<file path="src/rtl/obr_pkg.sv">
package obr_pkg;
  typedef enum logic [1:0] {
    PG_PIPE_HI = 2'd0,
    PG_FAST    = 2'd1,
    PG_OTHER   = 2'd2
  } page_kind_e;
endpackage

</file>
<file path="src/rtl/obr_page_classify.sv">
module obr_page_classify
  import obr_pkg::*;
#(
  parameter int PAGE_W = 8,
  parameter int LO_W   = 2,
  parameter logic [PAGE_W-1:0] PIPE_PAGE_A = 8'h00,
  parameter logic [PAGE_W-1:0] PIPE_PAGE_B = 8'h07,
  parameter logic [PAGE_W-1:0] FAST_PAGE   = 8'h03
) (
  input  logic [PAGE_W-1:0] pc_page,
  input  logic [LO_W-1:0]   pc_lo,
  output page_kind_e        kind,
  output logic              word_aligned
);
  function automatic page_kind_e classify(input logic [PAGE_W-1:0] pg);
    if (pg == PIPE_PAGE_A || pg == PIPE_PAGE_B) return PG_PIPE_HI;
    if (pg == FAST_PAGE) return PG_FAST;
    return PG_OTHER;
  endfunction

  assign kind         = classify(pc_page);
  assign word_aligned = (pc_lo == '0);
endmodule

</file>
<file path="src/rtl/obr_half_merge.sv">
module obr_half_merge
  import obr_pkg::*;
#(
  parameter int DATA_W = 32,
  localparam int HALF_W = DATA_W / 2
) (
  input  logic              compact_mode,
  input  page_kind_e        kind,
  input  logic              word_aligned,
  input  logic [DATA_W-1:0] pf_word,
  input  logic [HALF_W-1:0] dec_half,
  output logic [DATA_W-1:0] merged
);
  function automatic logic [DATA_W-1:0] merge_halves(
    input page_kind_e k, input logic al,
    input logic [HALF_W-1:0] p, input logic [HALF_W-1:0] d);
    case (k)
      PG_PIPE_HI: return {p, d};
      PG_FAST:    return al ? {d, p} : {p, d};
      default:    return {p, p};
    endcase
  endfunction

  assign merged = compact_mode ? merge_halves(kind, word_aligned, pf_word[HALF_W-1:0], dec_half)
                               : pf_word;
endmodule

</file>
<file path="src/rtl/obr_lane_shift.sv">
module obr_lane_shift #(
  parameter int DATA_W = 32,
  localparam int NBYTES = DATA_W / 8,
  localparam int LANE_W = $clog2(NBYTES)
) (
  input  logic [DATA_W-1:0] word_in,
  input  logic [LANE_W-1:0] lane,
  output logic [DATA_W-1:0] word_out
);
  for (genvar b = 0; b < NBYTES; b++) begin : g_byte
    always_comb begin
      word_out[b*8 +: 8] = 8'h00;
      for (int s = 0; s < NBYTES; s++) begin
        if (s == b + int'(lane)) word_out[b*8 +: 8] = word_in[s*8 +: 8];
      end
    end
  end
endmodule

</file>
<file path="src/rtl/obr_value_gen.sv">
module obr_value_gen
  import obr_pkg::*;
#(
  parameter int DATA_W = 32,
  parameter int PAGE_W = 8,
  localparam int HALF_W = DATA_W / 2,
  localparam int NBYTES = DATA_W / 8,
  localparam int LANE_W = $clog2(NBYTES)
) (
  input  logic              clk,
  input  logic              rst_n,
  input  logic              obr_req,
  input  logic              compact_mode,
  input  logic [DATA_W-1:0] pf_word,
  input  logic [HALF_W-1:0] dec_half,
  input  logic [PAGE_W-1:0] pc_page,
  input  logic [LANE_W-1:0] pc_lo,
  input  logic [LANE_W-1:0] addr_lo,
  output logic [DATA_W-1:0] obr_data,
  output logic              obr_valid
);
  page_kind_e        kind;
  logic              word_aligned;
  logic [DATA_W-1:0] merged;
  logic [DATA_W-1:0] shifted;

  obr_page_classify #(.PAGE_W(PAGE_W), .LO_W(LANE_W)) u_classify (
    .pc_page(pc_page), .pc_lo(pc_lo), .kind(kind), .word_aligned(word_aligned));

  obr_half_merge #(.DATA_W(DATA_W)) u_merge (
    .compact_mode(compact_mode), .kind(kind), .word_aligned(word_aligned),
    .pf_word(pf_word), .dec_half(dec_half), .merged(merged));

  obr_lane_shift #(.DATA_W(DATA_W)) u_shift (
    .word_in(merged), .lane(addr_lo), .word_out(shifted));

  always_ff @(posedge clk) begin
    if (!rst_n) begin
      obr_data  <= '0;
      obr_valid <= 1'b0;
    end else begin
      obr_valid <= obr_req;
      if (obr_req) obr_data <= shifted;
    end
  end

  a_r8_valid_next: assert property (@(posedge clk) disable iff (!rst_n)
    obr_req |=> obr_valid);
  a_r8_valid_idle: assert property (@(posedge clk) disable iff (!rst_n)
    !obr_req |=> !obr_valid);
  a_r8_hold: assert property (@(posedge clk) disable iff (!rst_n)
    !obr_req |=> $stable(obr_data));
  a_r2_wide_pass: assert property (@(posedge clk) disable iff (!rst_n)
    (obr_req && !compact_mode && addr_lo == '0) |=> obr_data == $past(pf_word));
  a_r6_replicated: assert property (@(posedge clk) disable iff (!rst_n)
    (obr_req && compact_mode && kind == PG_OTHER && addr_lo == '0)
      |=> obr_data[DATA_W-1:HALF_W] == obr_data[HALF_W-1:0]);
  a_r7_zero_fill: assert property (@(posedge clk) disable iff (!rst_n)
    (obr_req && addr_lo == LANE_W'(NBYTES-1)) |=> obr_data[DATA_W-1:8] == '0);
  a_r4_fast_aligned: assert property (@(posedge clk) disable iff (!rst_n)
    (obr_req && compact_mode && kind == PG_FAST && word_aligned && addr_lo == '0)
      |=> obr_data[HALF_W-1:0] == $past(pf_word[HALF_W-1:0]));
endmodule

</file>
<file path="config.mk">
export PLATFORM = sky130hd
export DESIGN_NAME = obr_value_gen
export DESIGN_NICKNAME = d
export VERILOG_FILES = /design/src/rtl/obr_pkg.sv /design/src/rtl/obr_page_classify.sv /design/src/rtl/obr_half_merge.sv /design/src/rtl/obr_lane_shift.sv /design/src/rtl/obr_value_gen.sv
export SDC_FILE = /design/constraint.sdc
export NUM_CORES = 1
export LEC_CHECK = 0
export ABC_AREA = 1
export BUFFER_PORTS_ARGS = -buffer_cell sky130_fd_sc_hd__buf_2
export CORE_AREA = 5 5 89 91
export CTS_CLUSTER_DIAMETER = 120
export DETAILED_ROUTE_END_ITERATION = 16
export DIE_AREA = 0 0 94 96
export PLACE_DENSITY_LB_ADDON = 0.1
export RECOVER_POWER = 25
export SETUP_SLACK_MARGIN = 0.2
export SLEW_MARGIN = 15
export SYNTH_ARGS = -nofsm -noshare
export SYNTH_HDL_FRONTEND = slang
export SYNTH_HIERARCHICAL = 1
export SYNTH_SLANG_ARGS = --single-unit
</file>
<file path="constraint.sdc">
create_clock -name clk -period 2.6 [get_ports clk]
set_clock_uncertainty 0.2 [all_clocks]
set_input_delay 0.78 -clock clk [delete_from_list [all_inputs] [get_ports clk]]
set_output_delay 0.78 -clock clk [all_outputs]
set_load 0.05 [all_outputs]
</file>
# Word level (Yosys, flattened, before mapping)
# Cells that the tools add are included.
totals:
  regBits: 33
  in_bits: 64
  output_inout_bits: 33
  elab_cells: 54
classes:
  n_addsub: 3
  eq_ne: 15
  n_mux: 26
  n_reduce_logical: 8
op_table:
  columns: ["op", "n"]
  rows:
  - ["3-bit by 32-bit == test with 1-bit output, first input constant", 6]
  - ["32-bit zero test", 4]
  - ["8-bit two-way mux", 16]
  - ["2-bit by 32-bit == test with 1-bit output, first input constant", 3]
  - ["32-bit two-way mux", 2]
  - ["32-bit case mux with 2 select lines", 1]
  - ["8-bit by 2-bit == test with 1-bit output, second input constant", 1]
  - ["8-bit by 3-bit == test with 1-bit output, second input constant", 1]
  - ["8-bit zero test", 1]
  - ["2-bit two-way mux", 4]
  - ["2-bit by 2-bit adder with 3-bit output, first input constant", 2]
  - ["2-bit == test, first input constant", 2]
  - ["2-bit zero test", 2]
  - ["1-bit by 2-bit adder with 3-bit output, first input constant", 1]
  - ["1-bit two-way mux", 3]
  - ["1-bit by 2-bit == test with 1-bit output, first input constant", 1]
  - ["2-bit by 1-bit == test with 1-bit output, second input constant", 1]
  - ["1-bit logical OR", 1]

# Logic depth before layout (Yosys ltp)
logic_depth:
  word_depth: 13
  depth_mapped: 17
  depth_no_buf: 16

# Modules after synthesis
# Netlist, hierarchy kept.
modules_own_cells:
  columns: ["mod", "n_inst", "cells_per_inst", "area_each_um2", "seq_area_each_um2"]
  rows:
  - ["obr_value_gen", 1, 206, 1361.3, 660.6]
  - ["obr_half_merge", 1, 170, 709.4, 0.0]
  - ["obr_lane_shift", 1, 117, 611.8, 0.0]
  - ["obr_page_classify", 1, 18, 72.6, 0.0]

# Worst setup path after synthesis
# Ideal clock, no wire load.
synth_path:
  path_type: "input port to flip-flop"
  from: "input pc_page[3]"
  to: "register obr_data[6]"
  setup_time_ps: 115
  arrival_time_ps: 2032
  required_ps: 2285
  slack_ps: 252
  stages: 15
  path_buffers: 1
  path_cell_list: "nor2_2 nand2_1 nor2_1 nand2_1 nor2_4 buf_4 nand2_1 nand3_1 nand2_1 nand3_1 nand4_1 inv_1 nand2_1 nand2_1 nor2_1"
synth_via:
  word_cells_on_any_way: 18
  classes_between: "eq/ne (3); mux (12); reduce/logical (3)"
synth_lines:
  columns: ["element", "line_no", "rtl"]
  rows:
  - ["start: declaration", "obr_value_gen.sv:16", "input logic [PAGE_W-1:0] pc_page,"]
  - ["8-bit by 2-bit == test with 1-bit output", "obr_page_classify.sv:17", "if (pg == FAST_PAGE) return PG_FAST;"]
  - ["1-bit two-way mux (2 in series)", "obr_page_classify.sv:17", null]
  - ["2-bit two-way mux", "obr_page_classify.sv:18", "return PG_OTHER;"]
  - ["2-bit two-way mux *", "obr_page_classify.sv:17", null]
  - ["net kind[0]", "obr_value_gen.sv:22", "page_kind_e kind;"]
  - ["2-bit by 1-bit == test with 1-bit output / 2-bit zero test (equally long branches)", "obr_half_merge.sv:17", "case (k)"]
  - ["32-bit case mux with 2 select lines *", "obr_half_merge.sv:17", null]
  - ["32-bit two-way mux *", "obr_half_merge.sv:24", "assign merged = compact_mode ? merge_halves(kind, word_aligned, pf_word[HALF_W-1:0], dec_half)"]
  - ["net merged[30]", "obr_value_gen.sv:24", "logic [DATA_W-1:0] merged;"]
  - ["8-bit two-way mux *", "obr_lane_shift.sv:14", "if (s == b + int'(lane)) word_out[b*8 +: 8] = word_in[s*8 +: 8];"]
  - ["net shifted[6]", "obr_value_gen.sv:25", "logic [DATA_W-1:0] shifted;"]
  - ["end signal: assignment", "obr_value_gen.sv:43", "if (obr_req) obr_data <= shifted;"]
  - ["end: declaration", "obr_value_gen.sv:19", "output logic [DATA_W-1:0] obr_data,"]
# Mark *: on every way through the listed nets, which the timed path passes. The rest lies on a longest branch. The select of a mux whose other input is x is not followed.
# A chain may end at the register's enable or synchronous reset.

# Worst setup path after layout
layout_path:
  from: "input pc_page[6]"
  to: "register obr_data[10]"
layout_via:
  word_cells_on_any_way: 18
  classes_between: "eq/ne (3); mux (12); reduce/logical (3)"
layout_lines:
  columns: ["element", "line_no"]
  rows:
  - ["8-bit by 2-bit == test with 1-bit output", "obr_page_classify.sv:17"]
  - ["1-bit two-way mux (2 in series)", "obr_page_classify.sv:17"]
  - ["2-bit two-way mux", "obr_page_classify.sv:18"]
  - ["2-bit two-way mux *", "obr_page_classify.sv:17"]
  - ["net kind[0]", "obr_value_gen.sv:22"]
  - ["2-bit by 1-bit == test with 1-bit output / 2-bit zero test (equally long branches)", "obr_half_merge.sv:17"]
  - ["32-bit case mux with 2 select lines *", "obr_half_merge.sv:17"]
  - ["32-bit two-way mux *", "obr_half_merge.sv:24"]
  - ["net merged[18]", "obr_value_gen.sv:24"]
  - ["8-bit two-way mux * (2 in series)", "obr_lane_shift.sv:14"]
  - ["net shifted[10]", "obr_value_gen.sv:25"]
# Marks and branches as above.

==> reports/metrics.cfg <==
[logic_synthesis]
avgSynthCellArea_um2=5.39
synthesis.nets=575
ys.flop_type=dfxtp_1
synth_edf_count=0
yosysSeqAreaShare_pct=24.0
synth_seq_cells=33
netlist_area_mm2=0.00276
synth_cells=511
ys_async_sr_fraction_pct=0
synth_cell_types=20
ys_warn_count=6

[drt]
wl_per_cell_um=12.3
vias=3231
drt_iter0_markers=212
routed_wl_um=8680
first_pass_iters=5
postRouteAntennaNets=0
avgViaCountPerCell=4.57
drc_errors=0

[placed_design]
port_buffers=96
dp_cells=697
dp_hpwl_um=6650
pre_cts_ws_ps=-51.3
gp_congestion=0.890
placed_area_mm2=0.00336

[cells_and_area]
fin_cells=707
final.fill_count=802
antenna_cells=0
layout-drive-gt1-share_pct=31.4
num-nets-final=671
stdcell_area_mm2=0.00382
areaGrowthSynthToFinish_pct=38.7

[global_route]
grt-ovfl-total=0
grt_max_degree=66
antenna_found_initial=0
grt_pass1_wl_um=13500
gr-usage-all-layers_pct=18.6
grt_pass1_vias=2796

[pwr]
max-vdd-ir-drop_uv=195
p_leak_nw=2.17
p_total_mw=1.61
power_density_mw_per_mm2=422

[timing]
finalHoldViolCount=0
slew_headroom_pct=4.67
period_needed_ps=2340
final.setup.tns_ps=0
worst_pin_slew_ps=1430
max_freq_mhz=427
period_share_pct=90.2
rsz0062_at_grt=true
worst_slack_ps=256
setup_violations=0
slew_viol_final=0

[critical_path]
worstPathMaxFanout=8
timing_worst_setup_path_type=input port to register
crit_required_ps=2580
ff2ff_path_depth=2
rr_startpoint=obr_data[5]$_SDFFE_PN0P_
crit_arrival_ps=2320
reg2reg_slack_ps=1770
r2r_end=obr_data[5]$_SDFFE_PN0P_
cp-start-kind=input port
cp-end-kind=register

[min_path]
hp-start=obr_data[7]$_SDFFE_PN0P_
hold_path_class=register to register
holdPathStages=2
holdPathEnd=obr_data[7]$_SDFFE_PN0P_

[clocking]
clock_latency_ps=270
clk_pin_slew_ps=70
clock-sinks=33
postCtsSetupRepairBufs=0
cts_buffer_depth=2
cts_buffers=5
cts_root_buf=clkbuf_8
ctsHoldBuffers=0
cts_resized=0
cts.htree.levels=2
tritoncts=built

[job]
maxCapViolations=0

[floorplan]
core.rowCount=31
io_pins=97
core_mm2=0.00706
die_w_um=94
start_util_pct=39.0
die_h_um=96
dieArea_mm2=0.00902

[status]
status=completed

[layout by cell type (no fill, tap or decap)]
cell type	instances
nand2_1	160
inv_1	87
buf_2	78
nor2_1	75
dfxtp_1	33
nand3_2	26
nand2_2	24
nand3_1	23
clkbuf_1	17
o21ai_1	13
o21ai_2	10
buf_4	9
nand4_1	8
nand2_4	7
clkbuf_8	6
inv_2	6
buf_12	5
buf_6	4
nor2_4	4
nand3_4	3
clkbuf_16	2
nor2_8	2
inv_4	2
bufinv_16	1
nor2_2	1
o21ai_0	1
inv_6	1
[worst max path at each step]
stage | start | end | slack [ps] | cells past startpoint
5_1_grt | pc_page[6] | obr_data[5]$_SDFFE_PN0P_ | 140 | 16
6_report | pc_page[6] | obr_data[10]$_SDFFE_PN0P_ | 260 | 16
3_3_place_gp | pc_page[3] | obr_data[7]$_SDFFE_PN0P_ | -20 | 15
2_1_floorplan | pc_page[3] | obr_data[6]$_SDFFE_PN0P_ | 250 | 15
3_5_place_dp | pc_page[3] | obr_data[7]$_SDFFE_PN0P_ | -50 | 15
4_1_cts | pc_page[3] | obr_data[7]$_SDFFE_PN0P_ | 240 | 15
[synthesized netlist by cell type (2+ instances only)]
library cell,instances,area share [%]
buf_2,13,2.4
nand4_1,8,1.8
nor2_1,77,10
dfxtp_1,33,24
nand3_1,50,9.1
inv_2,2,0.27
nand3_2,2,0.73
buf_4,3,0.82
o21ai_1,10,1.8
o21ai_2,8,2.5
nand2_1,191,26
buf_6,8,3.3
inv_1,92,13
nor2_8,2,1.5
o21ai_0,6,1.1
nor2_4,2,0.82
[layout make-up]
| cell class | instances | area, um2 | share of cell area [%] |
|---|---|---|---|
| clock inverter | 1 | 30.0 | 0.786 |
| sequential | 33 | 661 | 17.3 |
| multi-input combinational | 357 | 1840 | 48.1 |
| tap | 99 | 124 | 3.24 |
| timing repair buffer | 114 | 713 | 18.7 |
| inverter | 96 | 370 | 9.69 |
| clock buffer | 7 | 86.3 | 2.26 |
[where the power goes]
group          switching (mW)  total, mW  internal (mW)
Sequential             0.0182      0.559          0.541
Combinational           0.383      0.557          0.174
Clock                   0.184      0.497          0.312
Total                   0.586       1.61           1.03
[critical path, stage by stage]
cell	delay (ps)
buf_6	100
nor2_4	90
nand3_2	120
nor2_4	180
nand2_4	90
nor2_4	180
clkbuf_16	180
nand2_1	50
nand3_1	70
nand2_2	90
nand2_1	80
nand3_1	80
inv_1	60
nand2_1	50
nand2_1	70
nor2_1	50
[routing by layer]
metal | GRT usage, % | wire [um] | vias up
met3 | 3.05 | 535 | 7
li1 | - | - | 1711
met2 | 28.8 | 3840 | 120
met1 | 26.8 | 4230 | 1393
met4 | 4.33 | 73 | 0
met5 | 0 | 0 | -
[sequential cells by signal, summed over array words and instances (netlist names)]
signal and flops:
obr_data 32, obr_valid 1
[per-stage QoR]
step                utilization, %  hold slack, ps
finish                        54.1             267
global route                  54.1             285
CTS                           49.3             269
detailed placement            47.6             260
global placement              47.6             252
floorplan                        -             489
[kinds of logic (layout without fill, tap and decap cells)]
| family | after synthesis | in the layout | share of synthesized area [%] |
|---|---|---|---|
| simple gates | 333 | 333 | 50.6 |
| flops | 33 | 33 | 24.0 |
| compound gates | 24 | 24 | 5.45 |
| buf+inv | 121 | 218 | 19.9 |
Power figures use the tool's default switching activity.
